### src/rtl/sgf_pkg.sv
package sgf_pkg;
  typedef enum logic [1:0] {
    CM_MATCH_A = 2'b00,
    CM_MATCH_B = 2'b01,
    CM_ALL_A   = 2'b10,
    CM_ALL_B   = 2'b11
  } copy_mode_e;

  typedef struct packed {
    logic copy;
    logic sa_own;
  } verdict_t;

  function automatic logic mode_copies_all(input copy_mode_e m);
    return (m == CM_ALL_A) || (m == CM_ALL_B);
  endfunction
endpackage

### src/rtl/sgf_rst_sync.sv
module sgf_rst_sync #(
  parameter int STAGES = 2
) (
  input  logic clk,
  input  logic rst_n,
  output logic rst_q_n
);
  logic [STAGES-1:0] chain;

  always_ff @(posedge clk or negedge rst_n) begin
    if (!rst_n) chain <= '0;
    else        chain <= {chain[STAGES-2:0], 1'b1};
  end

  assign rst_q_n = chain[STAGES-1];
endmodule

### src/rtl/sgf_addr_match.sv
module sgf_addr_match #(
  parameter int LONG_W     = 48,
  parameter int SHORT_W    = 16,
  parameter bit SKIP_GROUP = 1'b0
) (
  input  logic [LONG_W-1:0] addr,
  input  logic [LONG_W-1:0] own,
  input  logic              is_long,
  output logic              hit
);
  localparam int LG  = LONG_W - 1;
  localparam int SG  = SHORT_W - 1;
  localparam int PAD = LONG_W - SHORT_W;

  logic [LONG_W-1:0] long_mask;
  logic [LONG_W-1:0] short_mask;
  logic [LONG_W-1:0] diff;

  generate
    if (SKIP_GROUP) begin : g_skip_group
      assign long_mask  = {1'b0, {LG{1'b1}}};
      assign short_mask = {{(PAD + 1){1'b0}}, {SG{1'b1}}};
    end else begin : g_full
      assign long_mask  = {LONG_W{1'b1}};
      assign short_mask = {{PAD{1'b0}}, {SHORT_W{1'b1}}};
    end
  endgenerate

  always_comb begin
    diff = (addr ^ own) & (is_long ? long_mask : short_mask);
    hit  = ~|diff;
  end
endmodule

### src/rtl/sgf_flush_gate.sv
module sgf_flush_gate
  import sgf_pkg::*;
#(
  parameter int LONG_W  = 48,
  parameter int SHORT_W = 16
) (
  input  logic [LONG_W-1:0] sa,
  input  logic              is_long,
  input  logic              flush_en,
  input  logic              nsa_frame,
  input  copy_mode_e        mode,
  output logic              sa_group,
  output logic              reject
);
  always_comb begin
    sa_group = is_long ? sa[LONG_W-1] : sa[SHORT_W-1];
    reject   = flush_en & sa_group & ~nsa_frame & ~mode_copies_all(mode);
  end
endmodule

### src/rtl/sgf_rx_filter.sv
module sgf_rx_filter
  import sgf_pkg::*;
#(
  parameter int LONG_W  = 48,
  parameter int SHORT_W = 16
) (
  input  logic              clk,
  input  logic              rst_n,
  input  logic              addr_done,
  input  logic              addr_long,
  input  logic [1:0]        copy_mode,
  input  logic              flush_en,
  input  logic              nsa_frame,
  input  logic [LONG_W-1:0] da,
  input  logic [LONG_W-1:0] sa,
  input  logic [LONG_W-1:0] own_addr,
  output logic              copy_valid,
  output logic              copy_frame,
  output logic              sa_own
);
  localparam int LGB = LONG_W - 1;
  localparam int SGB = SHORT_W - 1;

  logic       rst_q_n;
  copy_mode_e mode;
  logic       da_hit;
  logic       sa_hit;
  logic       sa_group;
  logic       reject;
  verdict_t   verdict_d, verdict_q;
  logic       valid_d, valid_q;

  assign mode = copy_mode_e'(copy_mode);

  sgf_rst_sync #(.STAGES(2)) u_rst (
    .clk     (clk),
    .rst_n   (rst_n),
    .rst_q_n (rst_q_n)
  );

  sgf_addr_match #(.LONG_W(LONG_W), .SHORT_W(SHORT_W), .SKIP_GROUP(1'b0)) u_da_cmp (
    .addr    (da),
    .own     (own_addr),
    .is_long (addr_long),
    .hit     (da_hit)
  );

  sgf_addr_match #(.LONG_W(LONG_W), .SHORT_W(SHORT_W), .SKIP_GROUP(1'b1)) u_sa_cmp (
    .addr    (sa),
    .own     (own_addr),
    .is_long (addr_long),
    .hit     (sa_hit)
  );

  sgf_flush_gate #(.LONG_W(LONG_W), .SHORT_W(SHORT_W)) u_gate (
    .sa        (sa),
    .is_long   (addr_long),
    .flush_en  (flush_en),
    .nsa_frame (nsa_frame),
    .mode      (mode),
    .sa_group  (sa_group),
    .reject    (reject)
  );

  // next-state logic
  always_comb begin
    valid_d   = addr_done;
    verdict_d = verdict_q;
    if (addr_done) begin
      verdict_d.copy   = mode_copies_all(mode) | (da_hit & ~reject);
      verdict_d.sa_own = sa_hit;
    end
  end

  // state registers
  always_ff @(posedge clk or negedge rst_q_n) begin
    if (!rst_q_n) begin
      valid_q   <= 1'b0;
      verdict_q <= '0;
    end else begin
      valid_q <= valid_d;
      if (addr_done) verdict_q <= verdict_d;
    end
  end

  assign copy_valid = valid_q;
  assign copy_frame = verdict_q.copy;
  assign sa_own     = verdict_q.sa_own;

  p_valid_after_strobe_r2: assert property (@(posedge clk) disable iff (!rst_q_n)
    addr_done |=> copy_valid);

  p_no_spurious_valid_r2: assert property (@(posedge clk) disable iff (!rst_q_n)
    !addr_done |=> !copy_valid);

  p_hold_between_r10: assert property (@(posedge clk) disable iff (!rst_q_n)
    !addr_done |=> ($stable(copy_frame) && $stable(sa_own)));

  p_flush_drops_r5: assert property (@(posedge clk) disable iff (!rst_q_n)
    (addr_done && flush_en && !copy_mode[1] && !nsa_frame &&
     (addr_long ? sa[LGB] : sa[SGB])) |=> !copy_frame);

  p_copy_all_r6: assert property (@(posedge clk) disable iff (!rst_q_n)
    (addr_done && copy_mode[1]) |=> copy_frame);

  p_da_required_r8: assert property (@(posedge clk) disable iff (!rst_q_n)
    (addr_done && !copy_mode[1] && !da_hit) |=> !copy_frame);
endmodule

### config.mk
export PLATFORM = sky130hd
export DESIGN_NAME = sgf_rx_filter
export DESIGN_NICKNAME = d
export VERILOG_FILES = /design/src/rtl/sgf_pkg.sv /design/src/rtl/sgf_rst_sync.sv /design/src/rtl/sgf_addr_match.sv /design/src/rtl/sgf_flush_gate.sv /design/src/rtl/sgf_rx_filter.sv
export SDC_FILE = /design/constraint.sdc
export NUM_CORES = 1
export LEC_CHECK = 0
export BUFFER_PORTS_ARGS = -buffer_cell sky130_fd_sc_hd__buf_2
export CAP_MARGIN = 20
export CORE_MARGIN = 4
export CORE_UTILIZATION = 33
export DETAILED_ROUTE_END_ITERATION = 6
export PLACE_DENSITY = 0.83
export SYNTH_ARGS = -nofsm -noshare
export SYNTH_HDL_FRONTEND = slang
export SYNTH_SLANG_ARGS = --single-unit
### constraint.sdc
create_clock -name clk -period 0.8 [get_ports clk]
set_input_delay 0.04 -clock clk [delete_from_list [all_inputs] [get_ports clk]]
set_output_delay 0.04 -clock clk [all_outputs]
set_load 0.005 [all_outputs]
==> impl_results.md, run 1 <==
- Initial antenna violation count: 0
- TritonCTS clock tree: built
- Levels on crit path: 6
- Fin util: 0.693
- Critical path arrival: 1.33 ns
- VDD IR max: 0.758 mV
- Routed wire per std cell: 14.0 microns
- Violations in the final reports: negative setup slack
- Static leakage: 0.00118 uW
- Mapped Cells: 141
- Place WS: -0.698 ns
- Max incr delay on CP: 0.35 ns
- CTS buffer count: 3
- XOR/XNOR Fraction of Synth Area: 0.683
- Switch Pwr: 604 uW
- Final Setup Violations: 2
- Critical path origin: own_addr[44]
- Vias in the first global route: 1786
- Status: finished, violations left
- Setup ws final: -0.370 ns
- Buffer type at the clock tree root: clkbuf_8
- Area delta synth->final: 95.8%
- Fin crit period: 1.17 ns
- Register area share after synthesis: 0.103
- Adder-cell area share of the yosys netlist: 0
- Crit Path Max Fanout: 2
- Top-area cell type share of the netlist area: 0.453
- F_max: 0.854 GHz
- Largest family of logic cells by synthesized area: XOR/XNOR gates
- Type of origin of the critical path: input pin
- Post-synthesis mux area share: 0.0164
- Post-synth top area cell: xnor2_1
- R2R depth: 3
- Remaining antenna violation count: 0
- CP Class: input pin to flip-flop
- Reg-to-reg slack, setup: -0.12 ns
- Hpwl dp: 4670 microns
- Worst-Skew Late Latency: 0.22 ns
- Pint: 1300 uW
- Vias per std cell: 4.79
- Max-Cap Viols: 0
- Largest net degree at the start of global routing: 5
- Tot GR Track Use: 0.199
- WHS: 0.0330 ns
- CP cell instances: buf_6, xor2_1, nor4_1, nand4_1, o41ai_2, a32o_2
- Pwr Density: 798 nW/um^2
- Post-Synth Simple-Gate Area: 0.149
- Clock Path Buffers: 2
- Grt ovf: 0
- Non-Filler Instances: 373
- Unrepaired setup endpoints after global routing: yes
- Antenna cells: 0
- Number of H-tree levels: 1
- Die ar.: 4730 sq um
- Clk pin slew, worst setup/hold paths: 0.04 ns
- Worst Clk Skew: 0.00429 ns
- Total wire length: 5240 microns
- DP Area: 2250 sq um
- Final layout net count: 480
- DIE WIDTH: 68.8 microns
- Placed Cells: 368
- Compound-Gate Fraction of Synth Area: 0.0400
- Net Sw Frac: 0.318
- CORE AREA: 3440 sq um
- First-pass GRT wire length: 7040 microns
- Clock power share: 0.249
- Layout cells sized above 1: 0.584
- Number of I/O port buffers: 153
- Buffers & Inverters on Critical Path: 1
- Synth Area per Inst: 8.64 sq um
- Kind of cell adding the most delay to the critical path: compound AO/OA/AOI/OAI gates
- Worst flop-to-flop path endpoint: copy_frame$_DFFE_PN0P_
- Syn Nets: 293
- Starting Density: 0.354
- FF+latch area: 125 sq um
- 1st-pass router iterations: 4
- Period utilisation layout: 1.46
- Worst Path Required: 0.96 ns
- RePlAce Congestion: 0.771
- Reg-to-Reg Start: copy_frame$_DFFE_PN0P_
- Post-route DRC: 0
- Area occupied by multi-input gates: 1130 sq um
- DR iter-0 viols: 47
- Yosys reg bits: 5
- Synth area leaders: xnor2_1 (45%), xor2_1 (23%), dfrtp_1 (10%)
- Sequential share of power: 0.144
- Yosys warns: 0
- Comb pwr share: 0.607
- Critical path's slowest cell: o41ai_2
- Synth cell types: 17
- Crit. End Element: flip-flop
- Final Hold Viols: 0
- Tightest Hold Check Type: flip-flop to async pin
- Ports: 155
- Synth Cell Area: 1220 sq um
- Max-slew violations: 0
- Clk sink count: 5
- Post-route cell area: 2390 sq um
- Die H: 68.8 microns
- # fillers: 276
- Vias after detailed routing: 1787
- Num rows: 21
## flip-flops by register name (all words and copies together), names as in the netlist
| name | cells |
|---|---|
| u_rst.chain | 2 |
| sa_own | 1 |
| copy_valid | 1 |
| copy_frame | 1 |
## cells in the final DEF (no fill, tap or decap)
master,count
clkbuf_8,3
a21oi_1,1
a32o_2,1
buf_4,28
nand4_1,17
nor3_1,2
dfrtp_1,5
inv_1,2
nand2_1,1
buf_6,6
xnor2_2,2
dlygate4sd3_1,1
nor4_1,6
xnor2_1,61
xor2_1,32
conb_1,1
mux2i_1,2
o31a_1,1
o41ai_2,1
nand3_1,1
buf_2,147
a31oi_1,1
o311ai_0,1
nor4_2,3
clkbuf_1,1
## logic make-up (layout without fill, tap and decap cells)
logic type,after synthesis,after routing
buffers and inverters,2,188
xor gates and xnor gates,95,95
and+or+nand+nor,30,30
AOI/OAI and AO/OA,6,6
muxes,2,2
other,1,1
DFF,5,5
## power groups by stage
stage	Clock, uW	Sequential, uW	Combinational (uW)
after floorplan	0	277	436
after global placement	0	277	1080
after detailed placement	0	277	1100
after CTS	484	275	1140
after global routing	513	276	1260
final	474	274	1150
## Yosys cell counts
| cell | instances |
|---|---|
| a21oi_1 | 1 |
| a31oi_1 | 1 |
| a32o_2 | 1 |
| conb_1 | 1 |
| dfrtp_1 | 5 |
| inv_1 | 2 |
| mux2i_1 | 2 |
| nand2_1 | 1 |
| nand3_1 | 1 |
| nand4_1 | 17 |
| nor3_1 | 2 |
| nor4_1 | 9 |
| o311ai_0 | 1 |
| o31a_1 | 1 |
| o41ai_1 | 1 |
| xnor2_1 | 63 |
| xor2_1 | 32 |
## area by class of cell
type                            count  share of cell area
Inverter                            2             0.00315
Tap cell                           46              0.0241
Timing Repair Buffer              182               0.429
Clock buffer                        4              0.0189
Multi-Input combinational cell    134               0.472
Sequential cell                     5              0.0524
## how the worst max path moves through the flow
stage	to	slack (ns)
3_3_place_gp	sa_own$_DFFE_PN0P_	-0.68
3_5_place_dp	sa_own$_DFFE_PN0P_	-0.70
6_report	sa_own$_DFFE_PN0P_	-0.37
2_1_floorplan	sa_own$_DFFE_PN0P_	-0.32
5_1_grt	sa_own$_DFFE_PN0P_	-0.47
4_1_cts	sa_own$_DFFE_PN0P_	-0.36
## worst reg2reg max path: stages (launching register included)
cell	delay [ns]
dfrtp_1	0.37
mux2i_1	0.20
o31a_1	0.18
a31oi_1	0.04
## per-layer routing
metal | vias up | wire length (microns) | global-route usage | part of all wire
li1 | 864 | - | - | -
met2 | 110 | 2880 | 0.422 | 0.55
met3 | 12 | 660 | 0.0535 | 0.13
met1 | 801 | 1580 | 0.172 | 0.30
met5 | - | 0 | 0 | 0
met4 | 0 | 121 | 0.0681 | 0.023
## timing repair
action | CTS | global route
buffers inserted | 0 | 0
gates resized for setup | 7 | 5
endpoints found under the setup margin | 2 | 3
pin swaps | 12 | 6
hold buffers | 1 | 0
hold endpoints to repair | 2 | 0
## metrics by stage
stage	total power, uW	TNS [ns]
after detailed placement	1380	-1.18
after CTS	1900	-0.579
final	1900	-0.552
after global placement	1360	-1.15
after global routing	2050	-0.710
after floorplan	712	-0.511
Power figures use the tool's default switching activity.
==> inputs of run 2 (changes only) <==
Settings changed: BUFFER_PORTS_ARGS -buffer_cell sky130_fd_sc_hd__buf_2 to not set, CORE_AREA set to 2 2 60 62, CORE_MARGIN 4 to not set, CORE_UTILIZATION 33 to not set, DIE_AREA set to 0 0 62 64, DONT_BUFFER_PORTS set to 1, PLACE_DENSITY 0.83 to not set.
==> impl_results.md, run 2 (synthesis gave the netlist of run 1 again) <==
- Most common cell after layout, fill and taps aside: xnor2_1
- CORE AREA: 3280 sq um
- Initial antenna violation count: 0
- Unrepaired setup endpoints after global routing: yes
- Clk pin slew, worst setup/hold paths: 0.05 ns
- Status: finished, violations left
- Starting Density: 0.371
- Period utilisation layout: 1.29
- DR iter-0 viols: 6
- Max-slew violations: 0
- Worst Path Required: 0.98 ns
- Largest Register: u_rst.chain
- Clk sink count: 5
- Final layout net count: 302
- Violations in the final reports: negative setup slack
- CTS buffer count: 3
- Max-Cap Viols: 0
- First-pass GRT wire length: 4850 microns
- Hpwl dp: 3460 microns
- Worst flop-to-flop path endpoint: copy_frame$_DFFE_PN0P_
- Max reg flops: 2
- Vias per std cell: 5.49
- Routed wire per std cell: 18.9 microns
- DIE WIDTH: 62 microns
- Kind of cell adding the most delay to the critical path: compound AO/OA/AOI/OAI gates
- Final Hold Viols: 0
- Ports: 155
- Critical path origin: sa[24]
- Total wire length: 3690 microns
- Buffer type at the clock tree root: clkbuf_4
- Max incr delay on CP: 0.35 ns
- RePlAce Congestion: 0.698
- Fin crit period: 1.03 ns
- Tot GR Track Use: 0.167
- Reg-to-reg slack, setup: -0.11 ns
- F_max: 0.972 GHz
- R2R depth: 3
- TritonCTS clock tree: built
- Die H: 64 microns
- Commonest cells after routing, fill and taps aside: xnor2_1 (63), xor2_1 (32), nand4_1 (17), nor4_1 (6), dfrtp_1 (5)
- Number of H-tree levels: 1
- Vias in the first global route: 1180
- Levels on crit path: 5
- Setup Buffers After CTS: 0
- Worst Clk Skew: 0.00515 ns
- Type of origin of the critical path: input pin
- Critical path's slowest cell: o41ai_2
- Layout cells sized above 1: 0.0604
- Clock Path Buffers: 2
- Num rows: 21
- VDD IR max: 0.715 mV
- Tightest Hold Check Type: input pin to flip-flop
- Antenna cells: 0
- Reg-to-Reg Start: copy_frame$_DFFE_PN0P_
- Buffers & Inverters on Critical Path: 0
- CP cell instances: xor2_1, nor4_1, nand4_1, o41ai_2, a32o_2
- CP Class: input pin to flip-flop
- Crit. End Element: flip-flop
- Setup TNS: -0.337 ns
- Fin util: 0.417
- Area delta synth->final: 12.4%
- Setup ws final: -0.229 ns
- Die ar.: 3970 sq um
- Grt ovf: 0
- Final Setup Violations: 3
- Worst-Skew Late Latency: 0.24 ns
- Pwr Density: 813 nW/um^2
- Vias after detailed routing: 1071
- Number of I/O port buffers: 0
- End of the critical path: sa_own$_DFFE_PN0P_
- Static leakage: 0.000420 uW
- Remaining antenna violation count: 0
- Crit Path Max Fanout: 1
- Critical path arrival: 1.21 ns
- 1st-pass router iterations: 4
- Largest net degree at the start of global routing: 5
- Post-route DRC: 0
run 2: cell types whose count changed in the layout (fill, tap and decap cells not counted), sizes merged:
| cell | previous run | this run |
|---|---|---|
| dlygate4sd3 | 1 | 3 |
| buf | 181 | 1 |
run 2: worst min path at each step:
stage                     slack, ns      start  depth (start not counted)                       end
final                          0.02  addr_long                          2        sa_own$_DFFE_PN0P_
after global routing           0.01  addr_long                          2        sa_own$_DFFE_PN0P_
after CTS                      0.01  addr_long                          2        sa_own$_DFFE_PN0P_
after detailed placement      -0.26      rst_n                          0  u_rst.chain[1]$_DFF_PN0_
after global placement        -0.26      rst_n                          0  u_rst.chain[0]$_DFF_PN0_
after floorplan               -0.26      rst_n                          0  u_rst.chain[0]$_DFF_PN0_
run 2: final cells by class:
type,count,area (sq um)
clock buffers,4,26.3
fillers,330,1910
inverters,2,7.51
multi-input cells,134,1110
flip-flops and latches,5,125
well taps,46,57.6
repair buffers,4,41.3
run 2: layer usage:
layer | wire [microns] | vias to the layer above | track usage
li1 | - | 506 | -
met1 | 1150 | 485 | 0.154
met2 | 2140 | 80 | 0.350
met3 | 393 | 0 | 0.0364
met4 | 0 | 0 | 0.0239
met5 | 0 | - | 0
run 2: per-stage QoR:
| step | area [sq um] | total power, uW | hold slack [ns] | setup WS, ns | instances |
|---|---|---|---|---|---|
| after floorplan | 1220 | 712 | -0.256 | -0.317 | 141 |
| after detailed placement | 1280 | 801 | -0.256 | -0.573 | 188 |
| after global placement | 1280 | 795 | -0.256 | -0.505 | 188 |
| after CTS | 1360 | 1130 | 0.0115 | -0.236 | 195 |
| final | 1370 | 1110 | 0.0179 | -0.229 | 195 |
| after global routing | 1370 | 1200 | 0.0117 | -0.273 | 195 |
run 2: power breakdown:
part           switching, uW  internal, uW
Clock                    102           189
Combinational            202           345
Sequential              9.64           267
run 2: repair_timing:
item / in CTS / in global routing
gates resized for setup: 3 / 2
endpoints found under the hold margin: 5 / 0
endpoints found under the setup margin: 3 / 3
pin swaps: 1 / 0
hold buffers: 3 / 0
==> inputs of run 3 (changes only) <==
Settings changed: ABC_AREA set to 1, PLACE_DENSITY set to 0.66.
==> impl_results.md, run 3 <==
- Pwr Density: 652 nW/um^2
- Worst Path Required: 0.93 ns
- Period utilisation layout: 0.966
- CTS buffer count: 3
- Crit. End Element: flip-flop
- Final Hold Viols: 0
- Synth area leaders: nand2_1 (34%), inv_1 (16%), xnor2_1 (13%)
- Grt ovf: 0
- Num rows: 21
- Synth Cell Area: 1680 sq um
- Largest net degree at the start of global routing: 5
- Setup Buffers After CTS: 0
- Tot Pwr: 1180 uW
- # fillers: 368
- First-pass GRT wire length: 6250 microns
- Die H: 64 microns
- Status: complete, no violations
- Yosys warns: 0
- Vias in the first global route: 1670
- Total wire length: 4110 microns
- Ys flop type: dfrtp_1
- Max-slew violations: 0
- Top-area cell type share of the netlist area: 0.339
- Synth Area per Inst: 4.96 sq um
- Initial antenna violation count: 0
- Clock Path Buffers: 2
- Remaining antenna violation count: 0
- Largest Register: u_rst.chain
- Crit Path Max Fanout: 3
- Setup TNS: 0 ns
- Clk sink count: 5
- Worst Clk Skew: 0.00624 ns
- DP Area: 1740 sq um
- Static leakage: 0.00108 uW
- CP Class: input pin to flip-flop
- Most common cell in the synthesized netlist: nand2_1
- DR iter-0 viols: 50
- Hpwl dp: 3770 microns
- Post-route cell area: 1810 sq um
- Fin util: 0.552
- Ports: 155
- Worst-Skew Late Latency: 0.25 ns
- Number of H-tree levels: 1
- Sequential share of power: 0.233
- VDD IR max: 0.197 mV
- Net Sw Frac: 0.343
- Yosys reg bits: 5
- Layout cells sized above 1: 0.0346
- Clk pin slew, worst setup/hold paths: 0.05 ns
- Post-synth top cells: nand2_1 (152), inv_1 (70), nor2_1 (28), xnor2_1 (25), xor2_1 (20)
- Post-synth top area cell: nand2_1
- Max-Cap Viols: 0
- Share of flip-flops with an asynchronous set or reset: 1.00
- CORE AREA: 3280 sq um
- Routed wire per std cell: 10.5 microns
- Final layout net count: 500
- DIE WIDTH: 62 microns
- Switch Pwr: 405 uW
- Tot GR Track Use: 0.199
- Critical path arrival: 0.91 ns
- Final Setup Violations: 0
- Post-route DRC: 0
- Synth cell types: 23
- Vias after detailed routing: 1776
- F_max: 1.29 GHz
- Most common cell after layout, fill and taps aside: nand2_1
- WHS: 0.0301 ns
- Fin crit period: 0.773 ns
- Tightest Hold Check Type: input pin to async pin
- Number of I/O port buffers: 0
- Unrepaired setup endpoints after global routing: no
- Starting Density: 0.512
- Antenna cells: 0
- Vias per std cell: 4.52
- Type of origin of the critical path: input pin
- RePlAce Congestion: 0.890
- Pint: 777 uW
- TritonCTS clock tree: built
- Register area share after synthesis: 0.0744
- Die ar.: 3970 sq um
- Buffer type at the clock tree root: clkbuf_4
- 1st-pass router iterations: 4
- EDFF count, synth: 0
- Clock power share: 0.252
- Commonest cells after routing, fill and taps aside: nand2_1 (152), inv_1 (69), nor2_1 (28), xnor2_1 (25), xor2_1 (20)
- Comb pwr share: 0.515
- Syn Nets: 491
- Mapped Cells: 339
- Area delta synth->final: 7.81%
- Max reg flops: 2
## run 3: area by class of cell
cell class                      instances  area, sq um  area share
Multi-Input combinational cell        263         1300       0.716
Inverter                               71          267       0.147
Sequential cell                         5          125      0.0690
Tap cell                               46         57.6      0.0317
Timing Repair Buffer                    4         40.0      0.0221
Clock buffer                            4         26.3      0.0145
## run 3: final timing paths
check / from / to / slack (ns) / depth (start not counted)
hold / removal: rst_n / u_rst.chain[1]$_DFF_PN0_ / 0.03 / 1
setup / recovery: addr_done / copy_frame$_DFFE_PN0P_ / 0.03 / 4
hold reg to reg: u_rst.chain[1]$_DFF_PN0_ / copy_valid$_DFF_PN0_ / 0.04 / 0
max in group asynchronous: u_rst.chain[1]$_DFF_PN0_ / copy_frame$_DFFE_PN0P_ / 0.62 / 0
setup reg to reg: copy_frame$_DFFE_PN0P_ / copy_frame$_DFFE_PN0P_ / 0.13 / 2
min in group clk: own_addr[13] / sa_own$_DFFE_PN0P_ / 0.12 / 5
## run 3: power by group through the flow
stage               sequential [uW]  combinational [uW]  clock [uW]
floorplan                       276                 519           0
global placement                279                 582           0
detailed placement              279                 587           0
CTS                             275                 611         305
global route                    277                 724         319
finish                          275                 609         298
## run 3: metrics by stage
stage	setup slack [ns]	instances
after floorplan	0.0299	339
after global placement	-0.122	385
after detailed placement	-0.121	385
after CTS	0.0346	393
after global routing	0.0122	393
final	0.0273	393
## run 3: timing repair
item / CTS / global route
gates resized for setup: 0 / 2
hold endpoints to repair: 5 / 0
hold buffers: 4 / 0
endpoints found under the setup margin: 0 / 2
## run 3: critical path, cell delays in order
cell           delay [ns]
dlygate4sd3_1        0.58
inv_1                0.07
nor2_1               0.14
a21oi_2              0.07
## run 3: per-layer routing
layer  up-vias  routed length (microns)  global-route usage
met1       672                     1650               0.249
met5         -                        0                   0
met2        95                     1900               0.341
met4         0                       56              0.0479
li1       1003                        -                   -
met3         6                      504              0.0344
## run 3: kinds of logic after synthesis
| group | after synthesis | synth area share |
|---|---|---|
| AOI/OAI and AO/OA | 12 | 0.0454 |
| xor gates and xnor gates | 45 | 0.234 |
| buffers and inverters | 71 | 0.158 |
| DFF | 5 | 0.0744 |
| other | 1 | 0.00223 |
| and+or+nand+nor | 205 | 0.485 |
